File: src/rtl/spi_pace_pkg.sv
package spi_pace_pkg;

    typedef enum logic [2:0] {
        ST_IDLE,
        ST_GAP,
        ST_PULSE,
        ST_START,
        ST_GRANT,
        ST_XFER
    } pace_state_e;

endpackage

File: src/rtl/pace_ms_base.sv
module pace_ms_base #(
    parameter int CLK_PER_MS = 100000,
    parameter int TIME_W     = 16
) (
    input  logic              clk,
    input  logic              rst_n,
    output logic [TIME_W-1:0] now_o
);
    localparam int PW = (CLK_PER_MS > 1) ? $clog2(CLK_PER_MS) : 1;
    localparam logic [PW-1:0] PRE_LAST = PW'(CLK_PER_MS - 1);

    typedef struct packed {
        logic [PW-1:0]     pre;
        logic [TIME_W-1:0] now;
    } base_t;

    base_t cur_q, nxt_d;

    always_comb begin
        nxt_d = cur_q;
        if (cur_q.pre == PRE_LAST) begin
            nxt_d.pre = '0;
            nxt_d.now = cur_q.now + 1'b1;
        end else begin
            nxt_d.pre = cur_q.pre + 1'b1;
        end
    end

    always_ff @(posedge clk or negedge rst_n) begin
        if (!rst_n) cur_q <= '0;
        else        cur_q <= nxt_d;
    end

    assign now_o = cur_q.now;

    AST_PRE_IN_RANGE: assert property (@(posedge clk) disable iff (!rst_n)
        cur_q.pre <= PRE_LAST);

endmodule

File: src/rtl/pace_cycle_timer.sv
module pace_cycle_timer #(
    parameter int CNT_W = 8
) (
    input  logic             clk,
    input  logic             rst_n,
    input  logic             load_i,
    input  logic [CNT_W-1:0] load_val_i,
    output logic             zero_o
);
    logic [CNT_W-1:0] cnt_q, cnt_d;

    always_comb begin
        cnt_d = cnt_q;
        if (load_i)              cnt_d = load_val_i;
        else if (cnt_q != '0)    cnt_d = cnt_q - 1'b1;
    end

    always_ff @(posedge clk or negedge rst_n) begin
        if (!rst_n) cnt_q <= '0;
        else        cnt_q <= cnt_d;
    end

    assign zero_o = (cnt_q == '0);

    AST_TIMER_COUNTS_DOWN: assert property (@(posedge clk) disable iff (!rst_n)
        (!load_i && cnt_q != '0) |=> (cnt_q == $past(cnt_q) - 1'b1));

endmodule

File: src/rtl/spi_pace_wake.sv
module spi_pace_wake
    import spi_pace_pkg::*;
#(
    parameter int CLK_PER_MS = 100000,
    parameter int GAP_MS     = 2,
    parameter int SLEEP_MS   = 1000,
    parameter int PULSE_MS   = 1,
    parameter int STARTUP_MS = 60,
    parameter int TIME_W     = 16
) (
    input  logic clk,
    input  logic rst_n,
    input  logic req_i,
    input  logic done_i,
    output logic grant_o,
    output logic busy_o,
    output logic cs_wake_o
);
    localparam int PULSE_CYC   = PULSE_MS * CLK_PER_MS;
    localparam int STARTUP_CYC = STARTUP_MS * CLK_PER_MS;
    localparam int MAX_CYC     = (PULSE_CYC > STARTUP_CYC) ? PULSE_CYC : STARTUP_CYC;
    localparam int CNT_W       = $clog2(MAX_CYC + 1);
    localparam logic [TIME_W-1:0] GAP_T   = TIME_W'(GAP_MS);
    localparam logic [TIME_W-1:0] SLEEP_T = TIME_W'(SLEEP_MS);
    localparam logic [CNT_W-1:0]  PULSE_LD = CNT_W'(PULSE_CYC - 1);
    localparam logic [CNT_W-1:0]  START_LD = CNT_W'(STARTUP_CYC - 1);

    typedef struct packed {
        pace_state_e       st;
        logic [TIME_W-1:0] last;
        logic [TIME_W-1:0] dl;
    } seq_t;

    seq_t cur_q, nxt_d;

    logic [TIME_W-1:0] now_ms;
    logic              tmr_load;
    logic [CNT_W-1:0]  tmr_val;
    logic              tmr_zero;

    logic [TIME_W-1:0]        elapsed;
    logic signed [TIME_W-1:0] past_last;
    logic signed [TIME_W-1:0] to_deadline;
    logic                     gap_ok;
    logic                     asleep;

    pace_ms_base #(
        .CLK_PER_MS (CLK_PER_MS),
        .TIME_W     (TIME_W)
    ) u_base (
        .clk   (clk),
        .rst_n (rst_n),
        .now_o (now_ms)
    );

    pace_cycle_timer #(
        .CNT_W (CNT_W)
    ) u_timer (
        .clk        (clk),
        .rst_n      (rst_n),
        .load_i     (tmr_load),
        .load_val_i (tmr_val),
        .zero_o     (tmr_zero)
    );

    always_comb begin
        elapsed     = now_ms - cur_q.last;
        past_last   = $signed(now_ms - cur_q.last);
        to_deadline = $signed(cur_q.dl - now_ms);
        gap_ok      = (elapsed >= GAP_T);
        asleep      = !((past_last > 0) && (to_deadline > 0));
    end

    always_comb begin
        nxt_d    = cur_q;
        tmr_load = 1'b0;
        tmr_val  = '0;
        unique case (cur_q.st)
            ST_IDLE: begin
                if (req_i) nxt_d.st = ST_GAP;
            end
            ST_GAP: begin
                if (gap_ok) begin
                    if (asleep) begin
                        nxt_d.st = ST_PULSE;
                        tmr_load = 1'b1;
                        tmr_val  = PULSE_LD;
                    end else begin
                        nxt_d.st = ST_GRANT;
                        nxt_d.dl = now_ms + SLEEP_T;
                    end
                end
            end
            ST_PULSE: begin
                if (tmr_zero) begin
                    nxt_d.st = ST_START;
                    tmr_load = 1'b1;
                    tmr_val  = START_LD;
                end
            end
            ST_START: begin
                if (tmr_zero) begin
                    nxt_d.st = ST_GRANT;
                    nxt_d.dl = now_ms + SLEEP_T;
                end
            end
            ST_GRANT: begin
                nxt_d.st = ST_XFER;
            end
            ST_XFER: begin
                if (done_i) begin
                    nxt_d.st   = ST_IDLE;
                    nxt_d.last = now_ms;
                end
            end
            default: nxt_d.st = ST_IDLE;
        endcase
    end

    always_ff @(posedge clk or negedge rst_n) begin
        if (!rst_n) begin
            cur_q.st   <= ST_IDLE;
            cur_q.last <= '0;
            cur_q.dl   <= '0;
        end else begin
            cur_q <= nxt_d;
        end
    end

    assign grant_o   = (cur_q.st == ST_GRANT);
    assign busy_o    = (cur_q.st != ST_IDLE);
    assign cs_wake_o = (cur_q.st == ST_PULSE);

    AST_GRANT_ONE_CYCLE: assert property (@(posedge clk) disable iff (!rst_n)
        grant_o |=> !grant_o);
    AST_WAKE_NOT_GRANT: assert property (@(posedge clk) disable iff (!rst_n)
        cs_wake_o |-> (!grant_o && busy_o));
    AST_BUSY_UNTIL_DONE: assert property (@(posedge clk) disable iff (!rst_n)
        (busy_o && !done_i) |=> busy_o);
    AST_GAP_BEFORE_GRANT: assert property (@(posedge clk) disable iff (!rst_n)
        grant_o |-> ((now_ms - cur_q.last) >= GAP_T));
    AST_GAP_BEFORE_WAKE: assert property (@(posedge clk) disable iff (!rst_n)
        $rose(cs_wake_o) |-> ((now_ms - cur_q.last) >= GAP_T));
    AST_DEADLINE_SET: assert property (@(posedge clk) disable iff (!rst_n)
        $rose(grant_o) |-> (cur_q.dl == TIME_W'($past(now_ms) + SLEEP_T)));
    AST_IDLE_KEEPS_LAST: assert property (@(posedge clk) disable iff (!rst_n)
        (!busy_o) |=> (cur_q.last == $past(cur_q.last)));

endmodule

File: config.mk
export PLATFORM = sky130hd
export DESIGN_NAME = spi_pace_wake
export DESIGN_NICKNAME = d
export VERILOG_FILES = /design/src/rtl/spi_pace_pkg.sv /design/src/rtl/pace_ms_base.sv /design/src/rtl/pace_cycle_timer.sv /design/src/rtl/spi_pace_wake.sv
export SDC_FILE = /design/constraint.sdc
export NUM_CORES = 1
export LEC_CHECK = 0
export BUFFER_PORTS_ARGS = -buffer_cell sky130_fd_sc_hd__buf_2
export CELL_PAD_IN_SITES_DETAIL_PLACEMENT = 1
export CELL_PAD_IN_SITES_GLOBAL_PLACEMENT = 1
export CORE_UTILIZATION = 54
export CTS_CLUSTER_DIAMETER = 80
export DETAILED_ROUTE_END_ITERATION = 6
export PLACE_DENSITY = 0.85
export SYNTH_ARGS = -nofsm -noshare
export SYNTH_HDL_FRONTEND = slang
export SYNTH_HIERARCHICAL = 1
export SYNTH_SLANG_ARGS = --single-unit
File: constraint.sdc
create_clock -name clk -period 7.85 [get_ports clk]
set_clock_uncertainty 0.15 [all_clocks]
set_input_delay 1.57 -clock clk [delete_from_list [all_inputs] [get_ports clk]]
set_output_delay 1.57 -clock clk [all_outputs]
set_load 0.01 [all_outputs]
After elaboration in Yosys (flattened, before gate mapping)
Cells that the tools add are included.
{"block": "totals", "ff_bits": 91, "latchBits": 0, "mem_bits_rw": 0, "mem_bits_ro": 0, "in_bits": 4, "output_inout_bits": 3, "word_cells": 59, "n_memories": 0}
{"block": "classes", "n_addsub": 6, "mul": 0, "div_mod_pow": 0, "n_lt_le_gt_ge": 3, "eq_ne": 12, "shift": 0, "mux": 22, "bitwise": 0, "n_reduce_logical": 10}
{"cell": "2-to-1 mux 23 bit", "count": 3}
{"cell": "2-to-1 mux 17 bit", "count": 3}
{"cell": "2-to-1 mux 16 bit", "count": 3}
{"cell": "one-hot mux 23 bit (2 select lines)", "count": 1}
{"cell": "greater-than comparator 16 x 1 -> 1 bit (second input constant)", "count": 2}
{"cell": "one-hot mux 16 bit (2 select lines)", "count": 1}
{"cell": "subtractor 16 bit", "count": 2}
{"cell": "logical NOT 23 bit", "count": 1}
{"cell": "nonzero test 23 bit", "count": 1}
{"cell": "subtractor 23 x 1 -> 23 bit (second input constant)", "count": 1}
{"cell": "2-to-1 mux 19 bit", "count": 1}
{"cell": "one-hot mux 3 bit (6 select lines)", "count": 1}
{"cell": "adder 17 x 1 -> 17 bit (second input constant)", "count": 1}
{"cell": "== test 17 bit (second input constant)", "count": 1}
{"cell": "adder 16 x 1 -> 16 bit (second input constant)", "count": 1}
{"cell": "adder 16 x 10 -> 16 bit (second input constant)", "count": 1}
{"cell": "greater-or-equal comparator 16 x 2 -> 1 bit (second input constant)", "count": 1}
{"cell": "2-to-1 mux 3 bit", "count": 5}
{"cell": "!= test 2 bit (second input constant)", "count": 5}
{"cell": "== test 3 x 2 -> 1 bit (second input constant)", "count": 2}
{"cell": "== test 3 bit (second input constant)", "count": 2}
{"cell": "AND reduction 5 bit", "count": 1}
{"cell": "AND reduction 4 bit", "count": 1}
{"cell": "nonzero test 2 bit", "count": 2}
{"cell": "8 further kinds", "count": 10}

Longest topological paths before layout
Gate-level depths: netlist (run 1).
{"block": "depth", "depth_word": 7, "depth_mapped": 18, "depth_no_buf": 17}

Hierarchy
The synthesis (run 1) kept the hierarchy.
{"module": "spi_pace_wake", "instances": 1, "cells_each": 432, "area_per_inst_um2": 3552.2, "seq_area_each_um2": 875.8}
{"module": "pace_ms_base", "instances": 1, "cells_each": 155, "area_per_inst_um2": 1680.4, "seq_area_each_um2": 825.8}
{"module": "pace_cycle_timer", "instances": 1, "cells_each": 143, "area_per_inst_um2": 1301.2, "seq_area_each_um2": 575.6}

Worst setup path after synthesis (run 1)
No wires, ideal clock.
{"block": "synth_timing", "kind": "reg-to-reg", "start": "reg u_base.cur_q, in the netlist u_base/now_o[6]", "end": "reg u_timer.cnt_q[9]", "setup_time_ps": 120, "arrival_time_ps": 3774, "required_ps": 7580, "slack_ps": 3806, "stages_incl_launch_ff": 18, "n_path_buf": 2, "cell_sequence": "dfrtp_1 buf_4 inv_1 ha_1 a21o_1 or3_4 o2111a_1 or3_1 a2111o_1 nor4_2 nor2_1 o22a_2 nand2b_1 clkbuf_1 inv_1 nand2_1 o21ai_0 a31o_2"}
{"block": "synth_via", "elab_chain_len": 7, "word_cells_on_any_way": 14, "classes_between": "add/sub (2); order compare (3); mux (7); reduce/logical (2)"}
{"element": "from (decl)", "line": "pace_ms_base.sv:17", "rtl": "base_t cur_q, nxt_d;"}
{"element": "from (signal assigned)", "line": "pace_ms_base.sv:31", "rtl": "else cur_q <= nxt_d;"}
{"element": "subtractor 16 bit (on tied branches)", "line": "spi_pace_wake.sv:67, spi_pace_wake.sv:68, spi_pace_wake.sv:69"}
{"element": "greater-than comparator 16 x 1 -> 1 bit", "line": "spi_pace_wake.sv:71", "rtl": "asleep = !((past_last > 0) && (to_deadline > 0));"}
{"element": "logical AND 1 bit", "line": "spi_pace_wake.sv:71"}
{"element": "2-to-1 mux 1 bit", "line": "spi_pace_wake.sv:84", "rtl": "if (asleep) begin"}
{"element": "2-to-1 mux 1 bit *", "line": "spi_pace_wake.sv:83", "rtl": "if (gap_ok) begin"}
{"element": "one-hot mux 1 bit (2 select lines) *", "line": "spi_pace_wake.sv:78", "rtl": "unique case (cur_q.st)"}
{"element": "named net tmr_load", "line": "spi_pace_wake.sv:37", "rtl": "logic tmr_load;"}
{"element": "2-to-1 mux 23 bit or nonzero test 2 bit (tied branches)"}
{"element": "to (signal assigned)", "line": "pace_cycle_timer.sv:20", "rtl": "else cnt_q <= cnt_d;"}
{"element": "to (decl)", "line": "pace_cycle_timer.sv:10", "rtl": "logic [CNT_W-1:0] cnt_q, cnt_d;"}
The timed path passes the listed nets; every way through them passes the cells marked *.
A chain may end at the register's enable or synchronous reset.

Worst setup path after layout (run 1)
{"block": "layout_timing", "start": "reg u_base.cur_q, in the netlist u_base/now_o[6]", "end": "reg u_timer.cnt_q[21]"}
Same word-level chain as after synthesis.

==> results of run 1 <==
sequential cells by signal, summed over array words and instances (netlist names):
name	cells
cur_q	35
u_timer/cnt_q	23
u_base/cur_q	17
u_base/now_o	16
cells in the mapped netlist (4+ instances only):
| cell type | n |
|---|---|
| mux2i_1 | 7 |
| ha_1 | 34 |
| a21oi_1 | 22 |
| clkbuf_1 | 18 |
| nor2_1 | 46 |
| nand3b_1 | 5 |
| o21a_1 | 5 |
| o31ai_1 | 10 |
| and3_1 | 9 |
| nand3_1 | 23 |
| mux2_2 | 8 |
| o21ai_0 | 47 |
| dfrtp_1 | 91 |
| o21ai_1 | 12 |
| and2_1 | 5 |
| buf_4 | 17 |
| a31oi_1 | 4 |
| mux2_4 | 8 |
| nand2b_1 | 10 |
| nand4_1 | 16 |
| nor2b_1 | 7 |
| or3_1 | 9 |
| o211ai_1 | 10 |
| xor2_1 | 21 |
| a211oi_1 | 5 |
| a21o_1 | 9 |
| inv_1 | 48 |
| xnor2_1 | 44 |
| o2111ai_1 | 5 |
| nor3_1 | 21 |
| nand2_1 | 76 |
power by group through the flow:
stage / combinational, W / sequential, W / clock, W
6_report: 0.0000318 / 0.000477 / 0.000444
3_5_place_dp: 0.0000323 / 0.000486 / 0
2_1_floorplan: 0.0000208 / 0.000481 / 0
5_1_grt: 0.0000370 / 0.000477 / 0.000466
4_1_cts: 0.0000324 / 0.000477 / 0.000450
3_3_place_gp: 0.0000305 / 0.000485 / 0
worst paths after layout:
check / start / cells after the start / slack [ns] / endpoint
worst max register to register: u_base/now_o[6] / 15 / 3.07 / u_timer/cnt_q[21]
worst min register to register: cur_q[27] / 2 / 0.33 / cur_q[27]
max in group asynchronous: rst_n / 2 / 5.39 / cur_q[19]
min in group asynchronous: rst_n / 1 / 0.97 / cur_q[27]
worst max-delay path: u_base/now_o[6] / 15 / 3.07 / u_timer/cnt_q[21]
worst min-delay path: cur_q[27] / 2 / 0.33 / cur_q[27]
routing by layer:
metal | part of all wire | vias up | wire [µm] | GRT usage
li1 | - | 2530 | - | -
met1 | 0.46 | 2757 | 8029 | 0.3751
met2 | 0.50 | 89 | 8583 | 0.5097
met3 | 0.031 | 12 | 535 | 0.05444
met4 | 0.0098 | 0 | 169 | 0.06489
met5 | 0 | - | 0 | 0
worst max-delay path: cells and delay by family (launching register included):
kind,cells,cell delay (ns)
AO/OA/AOI/OAI,5,1.34
adder cells (fa/ha/maj),1,0.41
buffers and inverters,3,0.69
flip-flops,1,0.51
AND/OR/NAND/NOR,6,1.55
per-stage QoR:
stage	utilization	cells	setup WS, ns	hold WS, ns
CTS	0.5873	860	3.120	0.3366
detailed placement	0.5613	844	3.151	0.3210
floorplan	-	734	3.806	0.2965
global route	0.5873	860	2.792	0.3631
global placement	0.5613	844	3.359	0.3114
finish	0.5873	860	3.073	0.3325
cell families after synthesis:
group / share of synthesized area
adder cells (fa/ha/maj): 0.07124
other: 0.0005739
XOR/XNOR: 0.08962
AND/OR/NAND/NOR: 0.2206
flip-flops: 0.3485
multiplexers: 0.04462
AO/OA/AOI/OAI: 0.1580
buffers and inverters: 0.06683
cell type report:
type | count | area (µm²)
clock inverter | 6 | 62.56
inverter | 48 | 180.2
timing repair buffer | 8 | 47.55
tap | 143 | 178.9
sequential | 91 | 2277
fill | 1364 | 4793
multi-input combinational | 554 | 3835
clock buffer | 10 | 239.0
==> impl_metrics.ini, run 1 <==
[synthesis]
yosysWarnings = 6
async_reset_ff_frac = 1.000
synth_seq_cells = 91
syn-cell-area_um2 = 6534
synth_top_area_cell = dfrtp_1
synthCells = 730
ys.flop_type = dfrtp_1
synth.area.top_cells = dfrtp_1 (35%), ha_1 (6.5%), xnor2_1 (5.9%), nand2_1 (4.4%), o21ai_0 (3.6%)
synth-edff-count = 0
yosysSeqAreaShare = 0.3485
avgSynthCellArea_um2 = 8.950
synth_cell_types = 85
synth_top_area_share = 0.3485

[cells_and_area]
design_area_um2 = 6820
final_common_cell = dfrtp_1
layout_common_cells = dfrtp_1 (91), nand2_1 (76), inv_1 (48), o21ai_0 (47), nor2_1 (46)
synthToLayoutAreaGrowth_pct = 4.385
drive_gt1_frac = 0.09763
antenna_cells = 0
final_nets = 752

[drt]
viasPerCell = 6.265
drtAntennaViolNets = 0
wl_um = 17320
drt_first_pass_iters = 7
drtIter0Drc = 308
drc = 1
num_vias = 5388
wire_per_inst_um = 20.14

[run_status]
violations = design-rule violations
status = finished with violations

[timing]
min_period_ns = 4.777
relSlewSlack = 0.2003
rsz0062_at_grt = no
timing.final.crit_share = 0.6085
worst_pin_slew_ns = 1.196
slew_viol_final = 0
hold_violations = 0
finalSetupViolCount = 0
tns_ns = 0
fmaxAchievable_mhz = 209.3

[pwr]
p_seq_frac = 0.500
combinationalPowerShare = 0.033
pwr-share-clk = 0.466
powerDensity_nw_per_um2 = 139.7
finalPower_w = 0.0009529
p_int_w = 0.0007380
switching_share = 0.2256
power_switching_w = 0.0002150
p_leak_nw = 3.176
ir_worst_vdd_v = 0.0001540

[floorplanning]
dieHeight_um = 112
initial_core_util = 0.5626
io_pins = 7
num_rows = 39
design.core.area_um2 = 11610
die_x_um = 112
die_area_um2 = 12540

[clocking]
post_cts_buffers = 0
cts_buffers = 9
clk_latency_ns = 0.34
cts_tree = yes
cts_sinks = 91
h-tree-depth = 3
path_clk_slew_ns = 0.07
cts-root-buf = clkbuf_16
hold_buffers = 0
clockBufferDepth = 2
post_cts_resize_count = 0

[setup_path]
slowest_stage = dfrtp_1
critical_path.cell_chain = inv_1 > ha_1 > a21o_1 > or3_4 > o2111a_1 > or3_1 > a2111o_1 > nor4_2 > nor2_1 > o22a_2 > nand2b_1 > buf_4 > inv_1 > nand2_1 > o311ai_1
worstPathMaxFanout = 44
worstPathRequired_ns = 7.91
endpoint_kind = register
cpPeakStageDelay_ns = 0.51
cp.arrival_ns = 4.84
crit_top_cell = inv_1
setup.worst_path.class = reg2reg
critPathLaunchType = register

[placement]
post-dp-hpwl_um = 12930
finalWeightedCongestion = 0.8779
numPortBuffers = 6
post_dp_cell_area_um2 = 6519

[hold_path]
hold_class = reg2reg

[global_routing]
track_usage = 0.2915
grt_pass1_vias = 5692
antenna_found_initial = 0
grt_pass1_wl_um = 28940
grt_max_degree = 68
gr-total-overflow = 0

[job]
drv_cap = 0
Power figures use the tool's default switching activity.
==> inputs of run 2 (changes only) <==
--- a/config.mk
+++ b/config.mk
@@ -8,10 +8,10 @@
 export BUFFER_PORTS_ARGS = -buffer_cell sky130_fd_sc_hd__buf_2
 export CELL_PAD_IN_SITES_DETAIL_PLACEMENT = 1
 export CELL_PAD_IN_SITES_GLOBAL_PLACEMENT = 1
-export CORE_UTILIZATION = 54
+export CORE_UTILIZATION = 45
 export CTS_CLUSTER_DIAMETER = 80
 export DETAILED_ROUTE_END_ITERATION = 6
-export PLACE_DENSITY = 0.85
+export PLACE_DENSITY = 0.76
 export SYNTH_ARGS = -nofsm -noshare
 export SYNTH_HDL_FRONTEND = slang
 export SYNTH_HIERARCHICAL = 1
==> constraint.sdc (replaced) <==
create_clock -name clk -period 4 [get_ports clk]
set_clock_uncertainty 0.15 [all_clocks]
set_input_delay 0.8 -clock clk [delete_from_list [all_inputs] [get_ports clk]]
set_output_delay 0.8 -clock clk [all_outputs]
set_load 0.01 [all_outputs]
==> impl_metrics.ini, run 2 (same netlist as run 1, synthesis figures left out) <==
[run_status]
status = complete, no violations

[global_routing]
grt_pass1_wl_um = 29400
grt_pass1_vias = 5689
grt_max_degree = 37
antenna_found_initial = 0
gr-total-overflow = 0
track_usage = 0.2535

[clocking]
cts_buffers = 9
cts_tree = yes
clockBufferDepth = 2
h-tree-depth = 3
cts-root-buf = clkbuf_16
path_clk_slew_ns = 0.07
clk_latency_ns = 0.34
cts_sinks = 91

[cells_and_area]
final_nets = 783
top_register = cur_q
drive_gt1_frac = 0.1471
n_fill_cell = 1631
layout_common_cells = dfrtp_1 (91), nand2_1 (76), inv_1 (48), o21ai_0 (47), nor2_1 (46)
largest_reg_flops = 35
antenna_cells = 0
design_area_um2 = 7173
top_regs = cur_q (35), u_timer/cnt_q (23), u_base/cur_q (17)
final_common_cell = dfrtp_1
synthToLayoutAreaGrowth_pct = 9.786
fin_cells = 928

[setup_path]
endpoint_kind = register
r2r-start = cur_q[6]
startpoint = cur_q[6]
cpPeakStageDelay_ns = 0.47
slowest_stage = a2111o_1
cp_num_buf_inv = 2
worstPathMaxFanout = 16
critPathLaunchType = register
critical_path.cell_chain = ha_1 > a21o_1 > or3_4 > o2111a_1 > or3_1 > a2111o_1 > nor4_4 > nor2_1 > buf_4 > a31oi_4 > buf_12 > mux2_2
critical_path.top_delay_family = compound AO/OA/AOI/OAI gates
worstPathRequired_ns = 4.08
cp.arrival_ns = 3.92
setup.worst_path.class = reg2reg

[timing]
finalSetupViolCount = 0
relSlewSlack = 0.5707
hold_ws_ns = 0.2702
slew_viol_final = 0
min_period_ns = 3.845
tns_ns = 0
timing.final.crit_share = 0.9612
hold_violations = 0
rsz0062_at_grt = no
worst_pin_slew_ns = 0.6386
fmaxAchievable_mhz = 260.1

[pwr]
p_int_w = 0.001407
switching_share = 0.2329
powerDensity_nw_per_um2 = 255.6
combinationalPowerShare = 0.035
p_seq_frac = 0.511
finalPower_w = 0.001834
ir_worst_vdd_v = 0.0002198
pwr-share-clk = 0.454
power_switching_w = 0.0004270
p_leak_nw = 3.332

[drt]
wl_met1_um = 8456
drc = 0
wl_um = 18220
dr.max_layer_used = met4
route.met3.wl_um = 426
drtAntennaViolNets = 0
num_vias = 5472
drt_first_pass_iters = 4
viasPerCell = 5.897
drtIter0Drc = 257
wire_per_inst_um = 19.63
wl_met2_um = 9153

[floorplanning]
die_area_um2 = 15010
design.core.area_um2 = 14040
num_rows = 43
die_x_um = 122.5
io_pins = 7
dieHeight_um = 122.5
initial_core_util = 0.4653

[placement]
dp_cells = 912
post_dp_cell_area_um2 = 6823
finalWeightedCongestion = 0.8599
numPortBuffers = 6
post-dp-hpwl_um = 13770

[hold_path]
hold_class = in2async

[job]
drv_cap = 0
[run 2: worst paths after layout]
kind                       slack [ns]               end  cells after the start
min                              0.27         cur_q[24]                      1
min reg2reg                      0.34         cur_q[26]                      2
min in group clk                 0.34         cur_q[26]                      2
max reg2reg                      0.16          cur_q[3]                     12
max in group asynchronous        2.60  u_base/cur_q[27]                      2
max                              0.16          cur_q[3]                     12
[run 2: power by group through the flow]
stage               logic (W)  clock network (W)  registers (W)
floorplan           0.0000408                  0       0.000943
global placement    0.0000617                  0       0.000953
detailed placement  0.0000663                  0       0.000954
CTS                 0.0000666           0.000851       0.000936
global route        0.0000753           0.000878       0.000937
finish              0.0000646           0.000833       0.000936
[run 2: stage by stage]
step / util / setup slack, ns
after floorplan: - / 0.03202
after global placement: 0.4859 / 0.1104
after detailed placement: 0.4859 / -0.009547
after CTS: 0.5074 / 0.008110
after global routing: 0.5108 / 0.04791
final: 0.5108 / 0.1551
[run 2: layer usage]
metal,global-route usage,up-vias
met3,0.03113,18
met2,0.4400,79
li1,-,2593
met4,0.05716,0
met5,0,-
met1,0.3357,2782
[run 2: area by class of cell]
class                      instances  area, µm²  area share
clock inverter                     4      32.53    0.004535
tap                              180      225.2     0.03140
multi-input combinational        554       3896      0.5432
clock buffer                      12      256.5     0.03576
sequential                        91       2277      0.3175
timing repair buffer              39      305.3     0.04256
inverter                          48      180.2     0.02512
[run 2: worst register-to-register path: stages, from the launching register on]
cell      delay, ns
dfrtp_1        0.39
ha_1           0.31
a21o_1         0.21
or3_4          0.34
o2111a_1       0.27
or3_1          0.31
a2111o_1       0.47
nor4_4         0.28
nor2_1         0.11
buf_4          0.15
a31oi_4        0.19
buf_12         0.20
mux2_2         0.36
[run 2: what timing repair did]
action	4_1_cts	5_1_grt
endpoints found under the setup margin	12	38
resized for setup	3	11
hold buffers	0	0
buffers inserted	0	0
pin swaps	0	2
==> inputs of run 3 (changes only) <==
--- a/config.mk
+++ b/config.mk
@@ -9,9 +9,10 @@
 export CELL_PAD_IN_SITES_DETAIL_PLACEMENT = 1
 export CELL_PAD_IN_SITES_GLOBAL_PLACEMENT = 1
 export CORE_UTILIZATION = 45
-export CTS_CLUSTER_DIAMETER = 80
+export CTS_CLUSTER_DIAMETER = 120
 export DETAILED_ROUTE_END_ITERATION = 6
-export PLACE_DENSITY = 0.76
+export PLACE_DENSITY = 0.85
+export SLEW_MARGIN = 20
 export SYNTH_ARGS = -nofsm -noshare
 export SYNTH_HDL_FRONTEND = slang
 export SYNTH_HIERARCHICAL = 1
==> impl_metrics.ini, run 3 (same netlist as run 1, synthesis figures left out) <==
[placement]
post-dp-hpwl_um = 13890
finalWeightedCongestion = 0.8812
dp_cells = 912
numPortBuffers = 6

[cells_and_area]
multi_input_area_um2 = 3882
top_regs = cur_q (35), u_timer/cnt_q (23), u_base/cur_q (17)
top_register = cur_q
n_fill_cell = 1608
drive_gt1_frac = 0.1430
synthToLayoutAreaGrowth_pct = 9.690
antenna_cells = 0
layout_common_cells = dfrtp_1 (91), nand2_1 (76), inv_1 (48), o21ai_0 (47), nor2_1 (46)
final_common_cell = dfrtp_1
fin_cells = 928
final_nets = 783
largest_reg_flops = 35
register_area_um2 = 2277

[clocking]
post_cts_buffers = 0
clk_latency_ns = 0.35
hold_buffers = 0
h-tree-depth = 3
clockBufferDepth = 2
path_clk_slew_ns = 0.06
cts_buffers = 9
cts_tree = yes
cts_sinks = 91
cts-root-buf = clkbuf_16

[floorplanning]
initial_core_util = 0.4653
num_rows = 43
design.core.area_um2 = 14040
die_x_um = 122.5
io_pins = 7
dieHeight_um = 122.5
die_area_um2 = 15010

[global_routing]
antenna_found_initial = 0
grtUsageMet3 = 0.05158
grt_max_degree = 73
grt_pass1_vias = 5799
grt_pass1_wl_um = 29280
gr-total-overflow = 0
grt.met2_usage = 0.4347
track_usage = 0.2554
met1_usage = 0.3196
grt-busiest-layer = met2

[setup_path]
worstPathMaxFanout = 21
cp_num_buf_inv = 3
critical_path.cell_chain = inv_1 > ha_1 > fa_2 > o2111ai_1 > a221o_1 > a2111oi_1 > nand4_1 > nor4b_2 > buf_4 > or2_2 > o22a_2 > nand2b_1 > buf_4 > o31ai_2
critPathLaunchType = register
setup.worst_path.class = reg2reg
crit_top_cell = buf_4
critical_path.top_delay_family = compound AO/OA/AOI/OAI gates
slowest_stage = fa_2
endpoint_kind = register
worstPathRequired_ns = 4.09
cpPeakStageDelay_ns = 0.60
cp.arrival_ns = 3.99
r2r_slack_ns = 0.1

[drt]
drt_first_pass_iters = 6
drtIter0Drc = 388
wl_um = 18390
drtAntennaViolNets = 0
viasPerCell = 5.927
wire_per_inst_um = 19.81
drc = 0
num_vias = 5500

[hold_path]
hold_class = reg2reg

[timing]
worst_pin_slew_ns = 0.9190
fmaxAchievable_mhz = 256.2
min_period_ns = 3.904
hold_ws_ns = 0.3487
hold_violations = 0
slew_viol_final = 0
relSlewSlack = 0.3873
finalSetupViolCount = 0
timing.final.crit_share = 0.9760

[pwr]
p_leak_nw = 3.351
ir_worst_vdd_v = 0.0002074
powerDensity_nw_per_um2 = 262.7

[run_status]
status = complete, no violations

[job]
drv_cap = 0
## run 3: cell count changes in the layout (fill, tap and decap cells not counted), moves of 2 or more
| cell | delta |
|---|---|
| a2111oi_1 | +2 |
| a2111oi_2 | -2 |
| ha_1 | +2 |
| inv_6 | -2 |
| clkinvlp_4 | -2 |
| clkinv_2 | +2 |
| ha_2 | -2 |
## run 3: worst reg2reg max path: stages (launching register included)
cell and delay, ns:
dfrtp_1 0.38, inv_1 0.09, ha_1 0.23, fa_2 0.60, o2111ai_1 0.12, a221o_1 0.29, a2111oi_1 0.43, nand4_1 0.17
nor4b_2 0.28, buf_4 0.18, or2_2 0.10, o22a_2 0.13, nand2b_1 0.11, buf_4 0.23, o31ai_2 0.31
## run 3: area by class of cell
class	count	share of cell area
Multi-Input combinational cell	554	0.5417
Timing Repair Buffer	39	0.04138
Clock buffer	12	0.03579
Sequential cell	91	0.3177
Inverter	48	0.02514
Tap cell	180	0.03142
Clock inverter	4	0.006809
## run 3: per-layer routing
layer / wire length (µm) / part of all wire
met1: 8087 / 0.44
met3: 662 / 0.036
met4: 408 / 0.022
met5: 0 / 0
met2: 9228 / 0.50
## run 3: path summary, 6_finish.rpt
check | from | to | depth (start not counted)
worst max-delay path | u_base/now_o[0] | u_timer/cnt_q[18] | 14
worst min-delay path | cur_q[27] | cur_q[27] | 2
worst max register to register | u_base/now_o[0] | u_timer/cnt_q[18] | 14
worst min register to register | cur_q[27] | cur_q[27] | 2
max in group asynchronous | rst_n | u_base/cur_q[27] | 2
min in group asynchronous | rst_n | u_base/now_o[0] | 1
## run 3: power by group
part | total [W] | leakage (nW) | internal [W] | switching, W
sequential | 0.000938 | 1.18 | 0.000924 | 0.0000141
combinational | 0.0000653 | 2.02 | 0.0000223 | 0.0000430
clock | 0.000879 | 0.153 | 0.000518 | 0.000361
total | 0.00188 | 3.35 | 0.00146 | 0.000418
## run 3: stage by stage
step / area, µm² / TNS (ns) / power, W / setup WS, ns / utilization
2_1_floorplan: 6550 / 0 / 0.0009842 / 0.03202 / -
3_3_place_gp: 6810 / 0 / 0.001013 / 0.1356 / 0.4850
3_5_place_dp: 6810 / -0.06098 / 0.001020 / -0.02397 / 0.4850
4_1_cts: 7122 / 0 / 0.001896 / 0.03284 / 0.5072
5_1_grt: 7167 / -0.5754 / 0.001951 / -0.07808 / 0.5104
6_report: 7167 / 0 / 0.001883 / 0.09613 / 0.5104
## run 3: repair_timing
| action | 4_1_cts | 5_1_grt |
|---|---|---|
| gates cloned | 0 | 0 |
| pin swaps | 0 | 0 |
| resized for setup | 1 | 9 |
| setup endpoints to repair | 17 | 38 |
